--- src/rtl/dspwm_pkg.sv ---
package dspwm_pkg;

    typedef enum logic {
        DIR_UP   = 1'b0,
        DIR_DOWN = 1'b1
    } dir_e;

    typedef enum logic [1:0] {
        OM_LOW_A  = 2'd0,
        OM_LOW_B  = 2'd1,
        OM_NONINV = 2'd2,
        OM_INV    = 2'd3
    } out_mode_e;

    // one count step as seen by the compare unit
    typedef struct packed {
        logic valid;   // a step happens this clock
        logic up;      // step direction is upward
        logic at_top;  // step lands on the top value
        logic at_bot;  // step lands on zero
    } step_t;

    localparam int FLAG_OVF = 0;
    localparam int FLAG_CMP = 1;
    localparam int N_FLAGS  = 2;

    function automatic logic wave_drive(input out_mode_e mode, input logic level);
        case (mode)
            OM_NONINV: wave_drive = level;
            OM_INV:    wave_drive = ~level;
            default:   wave_drive = 1'b0;
        endcase
    endfunction

endpackage

--- src/rtl/dspwm_counter.sv ---
module dspwm_counter
    import dspwm_pkg::*;
#(
    parameter int W = 8
) (
    input  logic         clk,
    input  logic         rst,
    input  logic         tick,
    output logic [W-1:0] cnt_q,
    output dir_e         dir_q,
    output logic [W-1:0] cnt_nxt,
    output step_t        step
);
    localparam logic [W-1:0] TOP = '1;
    localparam logic [W-1:0] BOT = '0;

    always_comb begin
        step.valid = tick;
        step.up    = (dir_q == DIR_UP);
        cnt_nxt    = step.up ? cnt_q + 1'b1 : cnt_q - 1'b1;
        step.at_top = (cnt_nxt == TOP);
        step.at_bot = (cnt_nxt == BOT);
    end

    always_ff @(posedge clk) begin
        if (rst) begin
            cnt_q <= BOT;
            dir_q <= DIR_UP;
        end else if (tick) begin
            cnt_q <= cnt_nxt;
            if (step.at_top)
                dir_q <= DIR_DOWN;
            else if (step.at_bot)
                dir_q <= DIR_UP;
        end
    end

endmodule

--- src/rtl/dspwm_compare.sv ---
module dspwm_compare
    import dspwm_pkg::*;
#(
    parameter int W = 8
) (
    input  logic         clk,
    input  logic         rst,
    input  step_t        step,
    input  logic [W-1:0] cnt_nxt,
    input  logic         wr_en,
    input  logic [W-1:0] wr_data,
    output logic [W-1:0] act_q,
    output logic         level_q,
    output logic         hit
);
    localparam logic [W-1:0] TOP = '1;
    localparam logic [W-1:0] BOT = '0;

    logic [W-1:0] buf_q;
    logic [W-1:0] eff;
    logic         level_nxt;
    logic         reload;

    always_comb begin
        reload = step.valid && step.at_top;
        eff    = reload ? buf_q : act_q;
        hit    = step.valid && (cnt_nxt == eff);
        level_nxt = level_q;
        if (step.valid) begin
            if (step.at_top)
                level_nxt = (eff == TOP);      // forced level at the upper turn
            else if (step.at_bot)
                level_nxt = (eff != BOT);      // forced level at the lower turn
            else if (hit)
                level_nxt = ~step.up;          // clear rising, set falling
        end
    end

    always_ff @(posedge clk) begin
        if (rst) begin
            buf_q   <= BOT;
            act_q   <= BOT;
            level_q <= 1'b0;
        end else begin
            if (wr_en)
                buf_q <= wr_data;
            if (reload)
                act_q <= buf_q;
            level_q <= level_nxt;
        end
    end

endmodule

--- src/rtl/dspwm_flags.sv ---
module dspwm_flags #(
    parameter int N = 2
) (
    input  logic         clk,
    input  logic         rst,
    input  logic [N-1:0] set,
    input  logic [N-1:0] clr,
    output logic [N-1:0] q
);
    for (genvar i = 0; i < N; i++) begin : g_flag
        always_ff @(posedge clk) begin
            if (rst)
                q[i] <= 1'b0;
            else if (set[i])
                q[i] <= 1'b1;
            else if (clr[i])
                q[i] <= 1'b0;
        end
    end

endmodule

--- src/rtl/dspwm_timer.sv ---
module dspwm_timer
    import dspwm_pkg::*;
#(
    parameter int CNT_W = 8
) (
    input  logic             clk,
    input  logic             rst,
    input  logic             tick_en,
    input  logic             cmp_wr_en,
    input  logic [CNT_W-1:0] cmp_wr_data,
    input  logic [1:0]       out_mode,
    input  logic             ovf_clr,
    input  logic             cmp_clr,
    output logic [CNT_W-1:0] count_o,
    output logic             dir_down_o,
    output logic [CNT_W-1:0] cmp_active_o,
    output logic             wave_o,
    output logic             ovf_flag_o,
    output logic             cmp_flag_o
);
    logic [CNT_W-1:0] cnt_nxt;
    dir_e             dir_q;
    step_t            step;
    logic             level_q;
    logic             hit;
    logic [N_FLAGS-1:0] flag_set, flag_clr, flag_q;

    dspwm_counter #(.W(CNT_W)) u_counter (
        .clk     (clk),
        .rst     (rst),
        .tick    (tick_en),
        .cnt_q   (count_o),
        .dir_q   (dir_q),
        .cnt_nxt (cnt_nxt),
        .step    (step)
    );

    dspwm_compare #(.W(CNT_W)) u_compare (
        .clk     (clk),
        .rst     (rst),
        .step    (step),
        .cnt_nxt (cnt_nxt),
        .wr_en   (cmp_wr_en),
        .wr_data (cmp_wr_data),
        .act_q   (cmp_active_o),
        .level_q (level_q),
        .hit     (hit)
    );

    always_comb begin
        flag_set           = '0;
        flag_clr           = '0;
        flag_set[FLAG_OVF] = step.valid && step.at_bot;
        flag_set[FLAG_CMP] = hit;
        flag_clr[FLAG_OVF] = ovf_clr;
        flag_clr[FLAG_CMP] = cmp_clr;
    end

    dspwm_flags #(.N(N_FLAGS)) u_flags (
        .clk (clk),
        .rst (rst),
        .set (flag_set),
        .clr (flag_clr),
        .q   (flag_q)
    );

    assign dir_down_o = (dir_q == DIR_DOWN);
    assign wave_o     = wave_drive(out_mode_e'(out_mode), level_q);
    assign ovf_flag_o = flag_q[FLAG_OVF];
    assign cmp_flag_o = flag_q[FLAG_CMP];

endmodule

--- config.mk ---
export PLATFORM = sky130hd
export DESIGN_NAME = dspwm_timer
export DESIGN_NICKNAME = d
export VERILOG_FILES = /design/src/rtl/dspwm_pkg.sv /design/src/rtl/dspwm_counter.sv /design/src/rtl/dspwm_compare.sv /design/src/rtl/dspwm_flags.sv /design/src/rtl/dspwm_timer.sv
export SDC_FILE = /design/constraint.sdc
export NUM_CORES = 1
export LEC_CHECK = 0
export BUFFER_PORTS_ARGS = -buffer_cell sky130_fd_sc_hd__buf_2
export CAP_MARGIN = 20
export CORE_ASPECT_RATIO = 1.75
export CORE_UTILIZATION = 50
export DETAILED_ROUTE_END_ITERATION = 7
export PLACE_DENSITY = 0.75
export SETUP_SLACK_MARGIN = 0.1
export SLEW_MARGIN = 20
export SYNTH_ARGS = -nofsm -noshare
export SYNTH_HDL_FRONTEND = slang
export SYNTH_SLANG_ARGS = --single-unit
export TNS_END_PERCENT = 5
--- constraint.sdc ---
create_clock -name clk -period 2.9 [get_ports clk]
set_input_delay 0.145 -clock clk [delete_from_list [all_inputs] [get_ports clk]]
set_output_delay 0.145 -clock clk [all_outputs]
set_load 0.02 [all_outputs]
# [After elaboration in Yosys (flattened, before gate mapping)]
# Index checks and enable logic that the tools add are counted.
# W data, S select, Z words.
[op_classes] n_addsub=2 n_bitwise=1 eq_ne=5 n_reduce_logical=11 mux=12
[op_table] cell="$eq A8 B8 Y1 const B" n=2
[op_table] cell="$mux W8" n=2
[op_table] cell="$mux W1" n=9
[op_table] cell="$add A8 B1 Y8 const B" n=1
[op_table] cell="$eq A8 B8 Y1" n=1
[op_table] cell="$logic_not A8 Y1" n=1
[op_table] cell="$reduce_bool A8 Y1" n=1
[op_table] cell="$sub A8 B1 Y8 const B" n=1
[op_table] cell="$reduce_bool A2 Y1" n=3
[op_table] cell="$eq A2 B2 Y1 const B" n=2
[op_table] cell="$reduce_and A2 Y1" n=2
[op_table] cell="$logic_and A1 B1 Y1" n=3
[op_table] cell="$reduce_bool A3 Y1" n=1
[op_table] cell="$pmux W1 S2" n=1
[op_table] cell="$not A1 Y1" n=1
[word_totals] out_inout_bits=20 ff_bits=28 elab_cells=38 in_bits=16

# [Longest topological paths before layout]
[depth] ltp_word=10 mapped_depth=12 depth_no_buf=10

# [Cells and area by module]
# From an unflattened synthesis, not the netlist that was laid out.
[unflattened] cells_unflattened=207 area_unflattened_um2=1851.8
[by_module_without_submodules] mod="dspwm_compare" area_per_inst_um2=1004.7 seq_area_each_um2=340.3 n_inst=1 cells_each=114
[by_module_without_submodules] mod="dspwm_counter" area_per_inst_um2=755.7 seq_area_each_um2=180.2 n_inst=1 cells_each=82
[by_module_without_submodules] mod="dspwm_flags" area_per_inst_um2=70.1 seq_area_each_um2=40.0 n_inst=1 cells_each=8
[by_module_without_submodules] mod="dspwm_timer" area_per_inst_um2=21.3 seq_area_each_um2=0.0 n_inst=1 cells_each=3

# [Worst setup path after synthesis]
# OpenSTA, ideal clock, no wires.
[synth_path] kind="register -> register" startpoint="register u_counter.dir_q" endpoint="register u_compare.level_q" stages_incl_launch_ff=11 n_path_buf=0 required_ns=2.775 t_arrival_ns=2.926 period_less_slack_ns=3.051 setup_ns=0.125 setup_slack_ns=-0.151 cell_sequence="dfxtp_1 -> ha_1 -> a211o_1 -> and3_4 -> or2_1 -> a2111oi_4 -> o221a_2 -> o221ai_2 -> nor4_2 -> a21oi_1 -> mux2i_1"
[synth_via] elab_chain_len=8 word_cells_on_any_way=14 cone_classes="eq/ne: 3; mux: 5; reduce/logical: 6"
[synth_lines] item="start: declaration" line_no="dspwm_counter.sv:10" text="output dir_e dir_q,"
[synth_lines] item="start signal: assignment" line_no="dspwm_counter.sv:28" text="dir_q <= DIR_UP;"
[synth_lines] item="start signal: assignment" line_no="dspwm_counter.sv:32" text="dir_q <= DIR_DOWN;"
[synth_lines] item="start signal: assignment" line_no="dspwm_counter.sv:34" text="dir_q <= DIR_UP;"
[synth_lines] item="$mux W8" line_no="dspwm_counter.sv:20" text="cnt_nxt = step.up ? cnt_q + 1'b1 : cnt_q - 1'b1;"
[synth_lines] item="$eq A8 B8 Y1" line_no="dspwm_counter.sv:21" text="step.at_top = (cnt_nxt == TOP);"
[synth_lines] item="$logic_and A1 B1 Y1" line_no="dspwm_compare.sv:25" text="reload = step.valid && step.at_top;"
[synth_lines] item="$mux W8"
[synth_lines] item="$eq A8 B8 Y1" line_no="dspwm_compare.sv:27" text="hit = step.valid && (cnt_nxt == eff);"
[synth_lines] item="$logic_and A1 B1 Y1" line_no="dspwm_compare.sv:27"
[synth_lines] item="$reduce_bool A3 Y1 (no line)"
[synth_lines] item="$reduce_and A2 Y1 (no line)"
[synth_lines] item="end signal: assignment" line_no="dspwm_compare.sv:49" text="level_q <= level_nxt;"
[synth_lines] item="end: declaration" line_no="dspwm_compare.sv:13" text="output logic level_q,"
# Several ways; a longest one is shown, not always the timed one. The select of a mux whose other input is x is not followed.
# A chain may end at the register's enable or synchronous reset.

# [Worst setup path after layout]
# Ends and elaborated chain as after synthesis.

==> results_dict.tcl <==
set metrics [dict create \
    status "finished with violations" \
    violations "setup timing" \
    grt_usage_pct 27.5 \
    drv_slew 0 \
    synth_area_leaders "dfxtp_1 29%, mux2i_1 7.2%, nor2_1 5.4%" \
    coreArea_um2 3660 \
    drc 0 \
    synth.area.mux_share_pct 7.22 \
    crit_chain "ha_1 > or2_2 > and3_4 > buf_4 > o311ai_4 > buf_4 > a41o_1 > o32ai_2 > nor4_4 > a21oi_1 > mux2i_1" \
    yosysTopAreaCellShare_pct 28.9 \
    hold_viol_final 0 \
    seq_power_share_pct 53.0 \
    cts_root_buf "clkbuf_8" \
    detail-route-antenna-nets 0 \
    syn_area_per_cell_um2 8.71 \
    synthXorXnorAreaFrac_pct 2.71 \
    yosys_warnings 0 \
    power.switching_fraction_pct 27.7 \
    cts_made_buffers 3 \
    synthTopCellsByCount "28 x dfxtp_1, 28 x nor2_1, 21 x nand2_1" \
    r2r_slack_ns -0.005 \
    clockBufferDepth 2 \
    worstPathArrival_ns 3.07 \
    peakVddDrop_v 0.000235 \
    grt_start_max_net_pins 29 \
    cts.sinks 28 \
    hold_class "in2reg" \
    syn_inst 223 \
    syn_area_um2 1940 \
    synth_top_family_by_area "simple AND/OR/NAND/NOR gates" \
    period_share_pct 100 \
    area_delta_synth_final_pct 28.9 \
    via_per_inst 6.07 \
    synth_top_flop_cell "dfxtp_1" \
    cp_top_family "simple AND/OR/NAND/NOR gates" \
    drive_above_1_share_pct 37.4 \
    htreeDepth 1 \
    dieArea_um2 4150 \
    relSlewSlack_pct 64.6 \
    hp-start "cmp_wr_data[2]" \
    synthSimpleGateAreaFrac_pct 28.0 \
    worstSetupPathType "reg2reg" \
    grt_pass1_wl_um 8800 \
    critPathBufInv 2 \
    synthAdderAreaFrac_pct 6.19 \
    die_w_um 49.1 \
    p_comb_share_pct 18.3 \
    tightest_slew_ns 0.531 \
    hold_depth 3 \
    cts_tree "done" \
    crit_path_start_kind "flop" \
    synth-seq-area-share_pct 28.9 \
    drt_pass1_iterations 4 \
    globalplace.congestion 0.966 \
    synth_nets 248 \
    finClkSkew_ns 0.00250 \
    p_sw_w 0.000215 \
    grt_pass1_vias 1889 \
    r2r-end "u_compare.level_q$_SDFFE_PP0P_" \
    crit_required_ns 3.07 \
    clock_latency_ns 0.28 \
    synth-edff-count 0 \
    intPower_w 0.000562 \
    dp_slack_ns -0.0363 \
    crit_path_end_kind "flop" \
    clk_pin_slew_ns 0.09 \
    drt_iter0_drc 74 \
    portBuffers 35 \
    hpwl_um 4000 \
    r2r_cells 11 \
    wl_per_cell_um 17.3 \
    wl_um 5590 \
    synth-seq-cells 28 \
    rsz0062_at_grt "true" \
    finish.utilization_pct 68.3 \
    cp_max_fo 7 \
    async_reset_ff_share_pct 0 \
    vias 1968 \
    io_pins 36 \
    cellLeakagePower_nw 1.07 \
    final-setup-viol-count 1 \
    synth.distinct_cells 65 \
    diodes 0 \
    max_freq_mhz 344 \
    rows 29 \
    synth_compound_area_share_pct 23.8 \
    initial_core_util_pct 53.0 \
    p_per_area_nw_per_um2 310 \
    clock_power_share_pct 28.7 \
    cpPeakStageDelay_ns 0.39 \
    cpMostUsedCell "buf_4" \
    whs_endpoint "u_compare.buf_q[2]$_SDFFE_PP0P_" \
    max-cap-violations 0 \
    die_h_um 84.4 \
    r2r-start "u_counter.dir_q$_SDFFE_PP0P_" \
    synth_top_area_cell "dfxtp_1" \
    min_period_ns 2.91 \
    fin_nets 304 \
    grt_overflow 0 \
    fin_ws_ns -0.00503 \
    critPathSlowestCell "dfxtp_4" \
    antenna_found_initial 0 \
]
-- cells in the final DEF, fill, tap and decap left out, types with 2 or more instances in the layout --
master / count
buf_2: 35
nor2_1: 28
buf_4: 24
dfxtp_1: 24
nand2_1: 21
a21oi_1: 16
mux2i_1: 14
nand3_1: 6
inv_1: 5
nand2b_1: 5
nand4_1: 5
nor3_1: 5
ha_1: 5
and2_1: 3
o21a_1: 3
nor4_4: 3
xnor2_1: 3
o31ai_1: 3
a211oi_1: 3
clkbuf_8: 3
dfxtp_2: 3
xor2_1: 2
nor3b_1: 2
a21oi_2: 2
nor2b_1: 2
ha_4: 2
-- state kept, by name (all words and copies together) (netlist names) --
register,cells
u_flags.q,2
u_counter.cnt_q,8
u_compare.buf_q,8
u_compare.act_q,8
u_compare.level_q,1
u_counter.dir_q,1
-- worst reg2reg max path, delay by kind of cell (launching register included) --
family,cells,cell delay (ns)
buffers and inverters,2,0.37
DFF,1,0.39
muxes,1,0.13
adders and majority gates,1,0.33
and+or+nand+nor,3,0.88
AOI/OAI and AO/OA,4,0.71
-- metal layers --
metal  vias to the layer above  GRT usage (%)  share of wire (%)
met5                         -              0                  0
met4                         0           16.8                6.3
met3                        29           2.90                3.2
met2                        66           51.6                 54
met1                       936           28.1                 37
li1                        937              -                  -
-- worst max-delay path by stage --
stage                                          startpoint                        endpoint  slack, ns  depth (start not counted)
after global placement       u_counter.dir_q$_SDFFE_PP0P_  u_compare.level_q$_SDFFE_PP0P_      -0.06                         10
after floorplan              u_counter.dir_q$_SDFFE_PP0P_  u_compare.level_q$_SDFFE_PP0P_       0.05                         10
final                        u_counter.dir_q$_SDFFE_PP0P_  u_compare.level_q$_SDFFE_PP0P_     -0.005                         11
after global routing         u_counter.dir_q$_SDFFE_PP0P_  u_compare.level_q$_SDFFE_PP0P_      -0.14                         11
after detailed placement     u_counter.dir_q$_SDFFE_PP0P_  u_compare.level_q$_SDFFE_PP0P_      -0.04                         10
after CTS                 u_counter.cnt_q[0]$_SDFFE_PP0P_  u_compare.level_q$_SDFFE_PP0P_       0.01                         10
-- metrics by stage --
stage               power, W  cell area [µm²]  std cells  TNS (ns)  hold WS (ns)
finish              0.000777             2500        324  -0.00503         0.100
floorplan           0.000506             1950        223         0         0.293
global route        0.000809             2500        324    -0.204        0.0972
detailed placement  0.000550             2280        314   -0.0363         0.391
global placement    0.000548             2280        314   -0.0580         0.380
CTS                 0.000777             2450        324         0         0.100
-- cell type report --
| class | instances | area, µm² |
|---|---|---|
| clock buffers | 4 | 45.0 |
| fillers | 326 | 1160 |
| inverters | 5 | 18.8 |
| multi-input cells | 182 | 1460 |
| flip-flops and latches | 28 | 568 |
| well taps | 46 | 57.6 |
| repair buffers | 59 | 355 |
-- repair_timing --
action	4_1_cts	5_1_grt
setup endpoints to repair	3	3
hold buffers	0	0
buffers inserted	6	0
pin swaps	15	1
gates resized for setup	12	9
-- cells by family after synthesis --
kind of cell / Yosys count
simple gates: 98
flops: 28
fa+ha+maj: 9
xor+xnor: 6
mux: 14
buf+inv: 13
compound gates: 55
-- power by group through the flow --
stage,clock network (W),logic [W],registers [W]
final,0.000223,0.000143,0.000412
after global routing,0.000242,0.000153,0.000413
after CTS,0.000229,0.000137,0.000411
after detailed placement,0,0.000131,0.000419
after global placement,0,0.000129,0.000418
after floorplan,0,0.0000824,0.000424
Power figures use the tool's default switching activity.
